`config.mk`:
```
export PLATFORM = sky130hd
export DESIGN_NAME = undo_queue
export DESIGN_NICKNAME = d
export VERILOG_FILES = /design/src/rtl/undo_pkg.sv /design/src/rtl/undo_lutram.sv /design/src/rtl/undo_regfile.sv /design/src/rtl/undo_ctrl.sv /design/src/rtl/undo_queue.sv
export SDC_FILE = /design/constraint.sdc
export NUM_CORES = 1
export LEC_CHECK = 0
export BUFFER_PORTS_ARGS = -buffer_cell sky130_fd_sc_hd__buf_2
export CORE_ASPECT_RATIO = 0.6
export CORE_MARGIN = 4
export CORE_UTILIZATION = 63
export DETAILED_ROUTE_END_ITERATION = 12
export HOLD_SLACK_MARGIN = 0.02
export PLACE_DENSITY_LB_ADDON = 0.12
export SETUP_SLACK_MARGIN = 0.4
export SKIP_LAST_GASP = 1
export SLEW_MARGIN = 10
export SYNTH_ARGS = -nofsm -noshare
export SYNTH_HDL_FRONTEND = slang
export SYNTH_SLANG_ARGS = --single-unit
```
`constraint.sdc`:
```
create_clock -name clk -period 11 [get_ports clk]
set_input_delay 1.1 -clock clk [delete_from_list [all_inputs] [get_ports clk]]
set_output_delay 1.1 -clock clk [all_outputs]
set_load 0.1 [all_outputs]
```
`src/rtl/undo_pkg.sv`:
```
package undo_pkg;
  // Fault handling phases of the log controller.
  typedef enum logic [1:0] {
    ST_RUN   = 2'd0,  // accept, complete, free
    ST_DRAIN = 2'd1,  // oldest slot faulted; wait for all slots to finish
    ST_ROLL  = 2'd2   // walk newest to oldest restoring saved values
  } undo_state_e;
endpackage

```
`src/rtl/undo_lutram.sv`:
```
// Small storage array: one synchronous write port and NRD asynchronous read
// ports, written so that distributed RAM can be inferred.
module undo_lutram #(
  parameter int W     = 32,
  parameter int DEPTH = 8,
  parameter int NRD   = 1,
  localparam int AW   = $clog2(DEPTH)
) (
  input  logic              clk,
  input  logic              we,
  input  logic [AW-1:0]     waddr,
  input  logic [W-1:0]      wdata,
  input  logic [NRD*AW-1:0] raddr,
  output logic [NRD*W-1:0]  rdata
);
  logic [W-1:0] mem [DEPTH];

  always_ff @(posedge clk) begin
    if (we) mem[waddr] <= wdata;
  end

  for (genvar g = 0; g < NRD; g++) begin : g_rd
    assign rdata[g*W +: W] = mem[raddr[g*AW +: AW]];
  end
endmodule

```
`src/rtl/undo_regfile.sv`:
```
// Architectural register file: one write port, one combinational read for
// saving old values, one registered read for observation.
module undo_regfile #(
  parameter int NREG = 16,
  parameter int XLEN = 32,
  localparam int RW  = $clog2(NREG)
) (
  input  logic            clk,
  input  logic            rst,
  input  logic            we,
  input  logic [RW-1:0]   waddr,
  input  logic [XLEN-1:0] wdata,
  input  logic [RW-1:0]   sv_addr,
  output logic [XLEN-1:0] sv_data,
  input  logic [RW-1:0]   ob_addr,
  output logic [XLEN-1:0] ob_data
);
  logic [XLEN-1:0] regs [NREG];

  always_ff @(posedge clk) begin
    if (rst) begin
      for (int i = 0; i < NREG; i++) regs[i] <= '0;
    end else if (we) begin
      regs[waddr] <= wdata;
    end
  end

  always_ff @(posedge clk) begin
    if (rst) ob_data <= '0;
    else     ob_data <= regs[ob_addr];
  end

  assign sv_data = regs[sv_addr];
endmodule

```
`src/rtl/undo_ctrl.sv`:
```
// Pointers, per-slot status bits and the fault/rollback sequencer.
module undo_ctrl
  import undo_pkg::*;
#(
  parameter int DEPTH = 8,
  localparam int IW   = $clog2(DEPTH)
) (
  input  logic          clk,
  input  logic          rst,
  input  logic          disp_valid,
  input  logic          cmp_valid,
  input  logic [IW-1:0] cmp_idx,
  input  logic          cmp_exc,
  output logic          disp_fire,
  output logic          cmp_fire,
  output logic          roll_fire,
  output logic          fault_enter,
  output logic [IW-1:0] head,
  output logic [IW-1:0] tail,
  output logic [IW-1:0] roll_idx,
  output logic          disp_ready,
  output logic          issue_halt,
  output logic          recov_done
);
  undo_state_e      state_q;
  logic [IW-1:0]    head_q, tail_q;
  logic [DEPTH-1:0] vld_q, done_q, exc_q;
  logic             recov_q;

  logic full, head_fault, retire, all_done;

  assign full       = (tail_q + 1'b1) == head_q;
  assign head_fault = vld_q[head_q] & done_q[head_q] & exc_q[head_q];
  assign all_done   = &(done_q | ~vld_q);
  assign retire     = (state_q == ST_RUN) & vld_q[head_q] & done_q[head_q]
                      & ~exc_q[head_q];

  assign disp_ready  = (state_q == ST_RUN) & ~full & ~head_fault;
  assign disp_fire   = disp_valid & disp_ready;
  assign cmp_fire    = cmp_valid & vld_q[cmp_idx] & (state_q != ST_ROLL);
  assign roll_fire   = (state_q == ST_ROLL);
  assign roll_idx    = tail_q - 1'b1;
  assign fault_enter = (state_q == ST_RUN) & head_fault;

  assign head       = head_q;
  assign tail       = tail_q;
  assign issue_halt = (state_q != ST_RUN);
  assign recov_done = recov_q;

  always_ff @(posedge clk) begin
    if (rst) begin
      state_q <= ST_RUN;
      head_q  <= '0;
      tail_q  <= '0;
      vld_q   <= '0;
      done_q  <= '0;
      exc_q   <= '0;
      recov_q <= 1'b0;
    end else begin
      recov_q <= 1'b0;
      if (disp_fire) begin
        vld_q[tail_q]  <= 1'b1;
        done_q[tail_q] <= 1'b0;
        exc_q[tail_q]  <= 1'b0;
        tail_q         <= tail_q + 1'b1;
      end
      if (cmp_fire) begin
        done_q[cmp_idx] <= 1'b1;
        exc_q[cmp_idx]  <= cmp_exc;
      end
      if (retire) begin
        vld_q[head_q] <= 1'b0;
        head_q        <= head_q + 1'b1;
      end
      case (state_q)
        ST_RUN:   if (head_fault) state_q <= ST_DRAIN;
        ST_DRAIN: if (all_done)   state_q <= ST_ROLL;
        ST_ROLL: begin
          vld_q[roll_idx] <= 1'b0;
          tail_q          <= roll_idx;
          if (roll_idx == head_q) begin
            state_q <= ST_RUN;
            recov_q <= 1'b1;
          end
        end
        default: state_q <= ST_RUN;
      endcase
    end
  end
endmodule

```
`src/rtl/undo_queue.sv`:
```
// Top: undo log with saved register values and backward rollback.
module undo_queue #(
  parameter int DEPTH = 8,
  parameter int NREG  = 16,
  parameter int XLEN  = 32,
  parameter int PCW   = 32,
  localparam int IW   = $clog2(DEPTH),
  localparam int RW   = $clog2(NREG),
  localparam int MW   = RW + 1
) (
  input  logic            clk,
  input  logic            rst,
  input  logic            disp_valid,
  input  logic [PCW-1:0]  disp_pc,
  input  logic            disp_has_dst,
  input  logic [RW-1:0]   disp_dst,
  output logic            disp_ready,
  output logic [IW-1:0]   disp_tag,
  input  logic            cmp_valid,
  input  logic [IW-1:0]   cmp_idx,
  input  logic            cmp_exc,
  input  logic [XLEN-1:0] cmp_data,
  input  logic [RW-1:0]   rd_addr,
  output logic [XLEN-1:0] rd_data,
  output logic            issue_halt,
  output logic            recov_done,
  output logic [PCW-1:0]  recov_pc
);
  logic          disp_fire, cmp_fire, roll_fire, fault_enter;
  logic [IW-1:0] head, tail, roll_idx;

  undo_ctrl #(.DEPTH(DEPTH)) u_ctrl (
    .clk        (clk),
    .rst        (rst),
    .disp_valid (disp_valid),
    .cmp_valid  (cmp_valid),
    .cmp_idx    (cmp_idx),
    .cmp_exc    (cmp_exc),
    .disp_fire  (disp_fire),
    .cmp_fire   (cmp_fire),
    .roll_fire  (roll_fire),
    .fault_enter(fault_enter),
    .head       (head),
    .tail       (tail),
    .roll_idx   (roll_idx),
    .disp_ready (disp_ready),
    .issue_halt (issue_halt),
    .recov_done (recov_done)
  );

  assign disp_tag = tail;

  // Destination metadata: read for the rollback slot and the completing slot.
  logic [2*MW-1:0] meta_rd;
  logic            roll_has, cmp_has;
  logic [RW-1:0]   roll_dst, cmp_dst;

  undo_lutram #(.W(MW), .DEPTH(DEPTH), .NRD(2)) u_meta (
    .clk  (clk),
    .we   (disp_fire),
    .waddr(tail),
    .wdata({disp_has_dst, disp_dst}),
    .raddr({cmp_idx, roll_idx}),
    .rdata(meta_rd)
  );
  assign {roll_has, roll_dst} = meta_rd[MW-1:0];
  assign {cmp_has, cmp_dst}   = meta_rd[2*MW-1:MW];

  // Saved old values: read only during rollback.
  logic [XLEN-1:0] old_wr, roll_old;

  undo_lutram #(.W(XLEN), .DEPTH(DEPTH), .NRD(1)) u_old (
    .clk  (clk),
    .we   (disp_fire),
    .waddr(tail),
    .wdata(old_wr),
    .raddr(roll_idx),
    .rdata(roll_old)
  );

  // Instruction addresses: read at the oldest slot for fault reporting.
  logic [PCW-1:0] head_pc;

  undo_lutram #(.W(PCW), .DEPTH(DEPTH), .NRD(1)) u_pc (
    .clk  (clk),
    .we   (disp_fire),
    .waddr(tail),
    .wdata(disp_pc),
    .raddr(head),
    .rdata(head_pc)
  );

  // Register file write: rollback restore and completions never overlap.
  logic            cmp_wr, rf_we;
  logic [RW-1:0]   rf_waddr;
  logic [XLEN-1:0] rf_wdata, rf_cur;

  assign cmp_wr = cmp_fire & cmp_has;

  always_comb begin
    if (roll_fire) begin
      rf_we    = roll_has;
      rf_waddr = roll_dst;
      rf_wdata = roll_old;
    end else begin
      rf_we    = cmp_wr;
      rf_waddr = cmp_dst;
      rf_wdata = cmp_data;
    end
  end

  undo_regfile #(.NREG(NREG), .XLEN(XLEN)) u_rf (
    .clk    (clk),
    .rst    (rst),
    .we     (rf_we),
    .waddr  (rf_waddr),
    .wdata  (rf_wdata),
    .sv_addr(disp_dst),
    .sv_data(rf_cur),
    .ob_addr(rd_addr),
    .ob_data(rd_data)
  );

  // Save the value as it stands after any same-cycle completion to that register.
  assign old_wr = (cmp_wr && (cmp_dst == disp_dst)) ? cmp_data : rf_cur;

  always_ff @(posedge clk) begin
    if (rst)              recov_pc <= '0;
    else if (fault_enter) recov_pc <= head_pc;
  end
endmodule

```
==> results.sh, run 1 <==
export IMPL_yosys_area_top_type="edfxtp_1"
export IMPL_synth_distinct_cells=68
export IMPL_min_path_type="reg -> reg"
export IMPL_layout_worst_path_cycle_share=0.600
export IMPL_status="completed"
export IMPL_crit_fanout=78
export IMPL_hpwl_mm=80.6
export IMPL_drc=0
export IMPL_gp_congestion=0.884
export IMPL_yosysMostFrequentCell="edfxtp_1"
export IMPL_async_flop_share=0
export IMPL_syn_area_um2=52400
export IMPL_finalSetupTns_ns=0
export IMPL_synth_top_cells_by_area="edfxtp_1 61%, mux4_2 18%, dfxtp_1 3.7%"
export IMPL_nets=3327
export IMPL_synthesis_nets=3270
export IMPL_cts_resized=0
export IMPL_synth_seq_cells=1161
export IMPL_clk_latency_ns=0.72
export IMPL_setup_viol=0
export IMPL_critical_path_top_delay_family="buffers and inverters"
export IMPL_cts_sinks=1161
export IMPL_initialDrtViolationCount=4359
export IMPL_start_kind="flip-flop"
export IMPL_nFillCells=5136
export IMPL_fin_crit_ns=6.60
export IMPL_p_leak_nw=19.0
export IMPL_grt_pass1_vias=31300
export IMPL_slowest_stage="clkinv_1"
export IMPL_syn_avg_cell_area_um2=16.4
export IMPL_tightest_slew_ns=1.33
export IMPL_synthTopCellsByCount="1064 x edfxtp_1, 411 x mux4_2, 347 x nor2_1"
export IMPL_cp_arrival_ns=6.96
export IMPL_syn2layout_area_growth_pct=10.2
export IMPL_cts_root_buf="clkbuf_16"
export IMPL_grt_first_pass_wirelength_mm=201
export IMPL_ir_drop_uv=128
export IMPL_wl_per_cell_um=30.3
export IMPL_drt_total_wl_mm=134
export IMPL_critPathMaxStageDelay_ns=1.05
export IMPL_io_pins=151
export IMPL_synth_area_mux_share=0.214
export IMPL_clock_skew_ns=0.0260
export IMPL_synthFlopType="edfxtp_1"
export IMPL_rsz0062_at_grt="no"
export IMPL_synth_compound_area_frac=0.0309
export IMPL_die_area_um2=88000
export IMPL_first_pass_iters=6
export IMPL_antenna_found_initial=2
export IMPL_port_buffers=150
export IMPL_crit_type="reg -> reg"
export IMPL_crit_required_ns=11.37
export IMPL_synth_enable_flop_cells=1064
export IMPL_cts_made_buffers=102
export IMPL_grt_usage=0.307
export IMPL_grt_overflow=0
export IMPL_synth_top_family_by_area="multiplexers"
export IMPL_rows=81
export IMPL_ys_warn_count=0
export IMPL_slew_headroom=0.114
export IMPL_post_cts_buffers=0
export IMPL_drive_above_1_share=0.277
export IMPL_grt_max_degree=113
export IMPL_powerDensity_nw_per_um2=174
export IMPL_clkTransAtPathRegs_ns=0.07
export IMPL_cts_tree="built"
export IMPL_start_util=0.639
export IMPL_vias=31300
export IMPL_core_region_area_um2=82000
export IMPL_hold_violations=0
export IMPL_yosys_area_share_xor_xnor=0.00229
export IMPL_fmax_ghz=0.152
export IMPL_final_antenna_net_count=0
export IMPL_clock_path_buffers=3
export IMPL_die_w_um=380
export IMPL_endpoint_kind="flip-flop"
export IMPL_slew_viol_final=0
export IMPL_htree_levels=3
export IMPL_die_h_um=231
export IMPL_ys_seq_area_frac=0.647
export IMPL_synth_top_area_frac=0.610
export IMPL_crit_buf_inv=4
export IMPL_cp_cell_sequence="inv_1, ha_4, clkinv_1, nand2_1, o211ai_1, a211oi_2, nand2_1, buf_4, o21bai_4, buf_4"
export IMPL_hold_buffers=0
export IMPL_vias_per_cell=7.09
export IMPL_maxCapViolations=0
export IMPL_hold_slack_ns=0.495
export IMPL_syn_inst=3186
export IMPL_synth_fa_ha_area_frac=0.000716
export IMPL_synth_simple_gate_area_share=0.0824
==> flip-flops by register name (all words and copies together), names as in the netlist <==
name,count
u_ctrl.tail,3
u_old.mem,256
u_ctrl.done_q,8
u_ctrl.recov_done,1
u_ctrl.vld_q,8
u_ctrl.head,3
recov_pc,32
u_ctrl.exc_q,8
u_rf.ob_data,32
u_rf.regs,512
u_meta.mem,40
u_pc.mem,256
u_ctrl.state_q,2
==> layout make-up <==
class                      count  area [um2]  share of cell area
timing repair buffer         230        1430              0.0248
multi-input combinational   1728       17600               0.305
inverter                      20        75.1             0.00130
clock buffer                 130        2780              0.0481
tap                         1079        1350              0.0234
antenna                        2        5.00           0.0000867
sequential                  1161       33900               0.587
clock inverter                63         614              0.0106
==> through the flow <==
stage               area, um2  utilization  cells  total power [W]  setup WS, ns
floorplan               52400            -   3186          0.00606          1.75
global placement        54300        0.662   4215          0.00641          4.66
detailed placement      54300        0.662   4215          0.00645          4.40
CTS                     57700        0.704   4408           0.0100          4.36
global route            57800        0.704   4413           0.0103          3.89
finish                  57800        0.704   4413           0.0100          4.40
==> path summary, 6_finish.rpt <==
path | start | endpoint | slack, ns | cells after the start
worst max-delay path | u_ctrl.tail[0]$_SDFFE_PP0P_ | u_rf.regs[11][21]$_SDFFCE_PN0P_ | 4.40 | 10
worst min-delay path | u_ctrl.exc_q[6]$_SDFF_PP0_ | u_ctrl.exc_q[6]$_SDFF_PP0_ | 0.49 | 2
worst max register to register | u_ctrl.tail[0]$_SDFFE_PP0P_ | u_rf.regs[11][21]$_SDFFCE_PN0P_ | 4.40 | 10
worst min register to register | u_ctrl.exc_q[6]$_SDFF_PP0_ | u_ctrl.exc_q[6]$_SDFF_PP0_ | 0.49 | 2
==> cell usage in the layout (no fill, tap or decap), types with 21 or more instances in the layout <==
cell type  netlist  final
a211oi_1        34     34
buf_2           46    145
buf_4            2     78
clkbuf_16        0    103
clkinv_2         0     30
dfxtp_1         97     94
edfxtp_1      1064   1064
mux2_2          50     50
mux2i_1        141    141
mux4_2         411    411
nand2_1         79     78
nand2b_1        66     65
nand3b_1        21     21
nor2_1         347    347
nor2b_1         40     39
nor3_1         283    278
==> where the power goes <==
| group | total (W) | leakage (nW) | switching (W) | internal [W] |
|---|---|---|---|---|
| Clock | 0.00365 | 1.67 | 0.00164 | 0.00201 |
| Sequential | 0.00509 | 11.1 | 0.0000828 | 0.00501 |
| Combinational | 0.00128 | 6.20 | 0.000815 | 0.000463 |
| Total | 0.0100 | 19.0 | 0.00254 | 0.00749 |
==> routing by layer <==
layer,vias up,share of wire,GRT usage
li1,12900,-,-
met1,16200,0.40,0.463
met2,2037,0.47,0.467
met3,235,0.11,0.0611
met4,0,0.027,0.0894
met5,-,0,0
==> worst min-delay path, delay by kind of cell (launching register included) <==
family	cells	cell delay [ns]
flip-flops	1	0.32
AO/OA/AOI/OAI	1	0.07
buffers and inverters	1	0.05
==> logic make-up after synthesis <==
logic type | after synthesis
flops | 1161
xor+xnor | 10
compound gates | 209
simple gates | 904
buf+inv | 297
fa+ha+maj | 3
mux | 602
No activity file was read; power rests on OpenSTA's default activity.
==> run 2: changes to the inputs <==
clock period = 6.9 ns   (was 11 ns; I/O delays follow)
==> run 2 against run 1 <==
Against the previous run: die area unchanged; final cell count rose by 0.20%; register-to-register slack worse by 2.8 ns; critical path type is now reg -> out; global-route usage up 0.30 points; highest routed layer unchanged; via count rose by 0.50%; wire length grew 1.6%; worst hold slack worse by 0.24 ns; worst setup slack lost 3.0 ns; non-clock buffer count rose by 10.
==> results.sh, run 2 (synthesized netlist as in run 1, its figures left out) <==
export IMPL_drive_above_1_share=0.277
export IMPL_cts_tree="built"
export IMPL_initialDrtViolationCount=4758
export IMPL_final_util=0.708
export IMPL_seq_area_um2=33900
export IMPL_cts_root_buf="clkbuf_16"
export IMPL_layout_worst_path_cycle_share=0.804
export IMPL_min_path_type="in -> reg"
export IMPL_hpwl_mm=80.6
export IMPL_io_pins=151
export IMPL_die_h_um=231
export IMPL_nets=3337
export IMPL_start_kind="flip-flop"
export IMPL_syn2layout_area_growth_pct=10.8
export IMPL_tightest_slew_ns=1.28
export IMPL_drc=0
export IMPL_vias=31500
export IMPL_die_area_um2=88000
export IMPL_hold_path_startpoint="disp_has_dst"
export IMPL_dp_cells=4228
export IMPL_fin_crit_ns=5.55
export IMPL_pre_cts_slack_ns=1.63
export IMPL_r2r_start="u_ctrl.tail[0]$_SDFFE_PP0P_"
export IMPL_crit_cells=8
export IMPL_clkTransAtPathRegs_ns=0.07
export IMPL_clk_latency_ns=0.71
export IMPL_htree_levels=3
export IMPL_clock_path_buffers=3
export IMPL_grt_max_degree=77
export IMPL_cts_made_buffers=102
export IMPL_min_path_cells=1
export IMPL_setup_viol=0
export IMPL_gp_congestion=0.869
export IMPL_cts_resized=0
export IMPL_crit_required_ns=6.21
export IMPL_final_antenna_net_count=0
export IMPL_rr_worst_depth=10
export IMPL_grt_first_pass_wirelength_mm=201
export IMPL_final_common_cell="edfxtp_1"
export IMPL_ir_drop_uv=304
export IMPL_core_region_area_um2=82000
export IMPL_grt_usage=0.310
export IMPL_slew_headroom=0.139
export IMPL_critical_path_top_delay_family="buffers and inverters"
export IMPL_clock_skew_ns=0.0217
export IMPL_port_buffers=150
export IMPL_largestRegisters="u_rf.regs (512), u_old.mem (256), u_pc.mem (256)"
export IMPL_diodes=0
export IMPL_finalSetupTns_ns=0
export IMPL_cp_arrival_ns=4.86
export IMPL_fin_cells=4422
export IMPL_worst_slack_ns=1.35
export IMPL_path_common_cell="inv_1"
export IMPL_slew_viol_final=0
export IMPL_antenna_found_initial=1
export IMPL_largest_reg_flops=512
export IMPL_crit_type="reg -> out"
export IMPL_rows=81
export IMPL_hold_buffers=0
export IMPL_slowest_stage="ha_4"
export IMPL_multi_input_area_um2=17600
export IMPL_post_cts_buffers=0
export IMPL_drt_total_wl_mm=136
export IMPL_critPathMaxStageDelay_ns=0.74
export IMPL_largest_register="u_rf.regs"
export IMPL_crit_path_start="u_ctrl.tail[0]$_SDFFE_PP0P_"
export IMPL_grt_pass1_vias=31300
export IMPL_maxCapViolations=0
export IMPL_status="completed"
export IMPL_wl_per_cell_um=30.7
export IMPL_crit_fanout=76
export IMPL_p_leak_nw=19.1
export IMPL_powerDensity_nw_per_um2=277
export IMPL_layout_common_cells="1064 x edfxtp_1, 411 x mux4_2, 347 x nor2_1"
export IMPL_vias_per_cell=7.11
export IMPL_start_util=0.639
export IMPL_die_w_um=380
export IMPL_rsz0062_at_grt="no"
export IMPL_cp_cell_sequence="inv_1, ha_4, buf_4, xnor2_1, a31oi_1, o21ai_1, inv_1, buf_2"
export IMPL_endpoint_kind="output pin"
export IMPL_crit_buf_inv=4
export IMPL_nFillCells=5118
export IMPL_fmax_ghz=0.180
export IMPL_hold_violations=0
export IMPL_first_pass_iters=6
export IMPL_grt_overflow=0
export IMPL_cts_sinks=1161
-- run 2: cell types whose count changed in the layout (fill, tap and decap cells not counted), sizes merged, moves of 2 or more --
cell,before,now
buf,228,238
diode,2,0
clkinvlp,6,3
clkbuf,132,146
clkinv,45,36
inv,23,21
-- run 2: stage by stage --
stage	total power [W]	area, um2	hold slack (ns)
after floorplan	0.00966	52400	0.438
after global placement	0.0102	54600	0.459
after detailed placement	0.0103	54600	0.466
after CTS	0.0161	58100	0.203
after global routing	0.0166	58100	0.231
final	0.0161	58100	0.252
-- run 2: final timing paths --
check | end | slack, ns
hold / removal | u_meta.mem[4][4]$_DFFE_PP_ | 0.25
setup reg to reg | u_rf.regs[2][3]$_SDFFCE_PN0P_ | 1.58
setup / recovery | disp_ready | 1.35
hold reg to reg | u_ctrl.exc_q[6]$_SDFF_PP0_ | 0.47
-- run 2: final cells by class --
type / instances / area share
Timing Repair Buffer: 240 / 0.0287
Multi-Input combinational cell: 1728 / 0.303
Clock inverter: 50 / 0.00967
Clock buffer: 144 / 0.0499
Inverter: 20 / 0.00129
Sequential cell: 1161 / 0.584
Tap cell: 1079 / 0.0232
-- run 2: report_power, final --
part | switching (W) | internal, W | total, W
combinational | 0.00132 | 0.000752 | 0.00207
clock | 0.00259 | 0.00332 | 0.00591
sequential | 0.000119 | 0.00799 | 0.00811
total | 0.00403 | 0.0121 | 0.0161
-- run 2: worst reg2reg max path, stage by stage (launching register included) --
cell and delay (ns):
dfxtp_4 0.72, inv_1 0.20, ha_4 0.74, nor2b_1 0.12, mux4_2 0.54, nor4_4 0.83, or2_2 0.35, nand3b_1 0.12
buf_4 0.29, o21bai_4 0.53, buf_4 0.51
-- run 2: routing by layer --
layer / GRT usage / up-vias / part of all wire
met2: 0.465 / 2117 / 0.46
met5: 0 / - / 0
met3: 0.0804 / 238 / 0.12
met1: 0.464 / 16200 / 0.39
met4: 0.0803 / 0 / 0.027
li1: - / 12900 / -
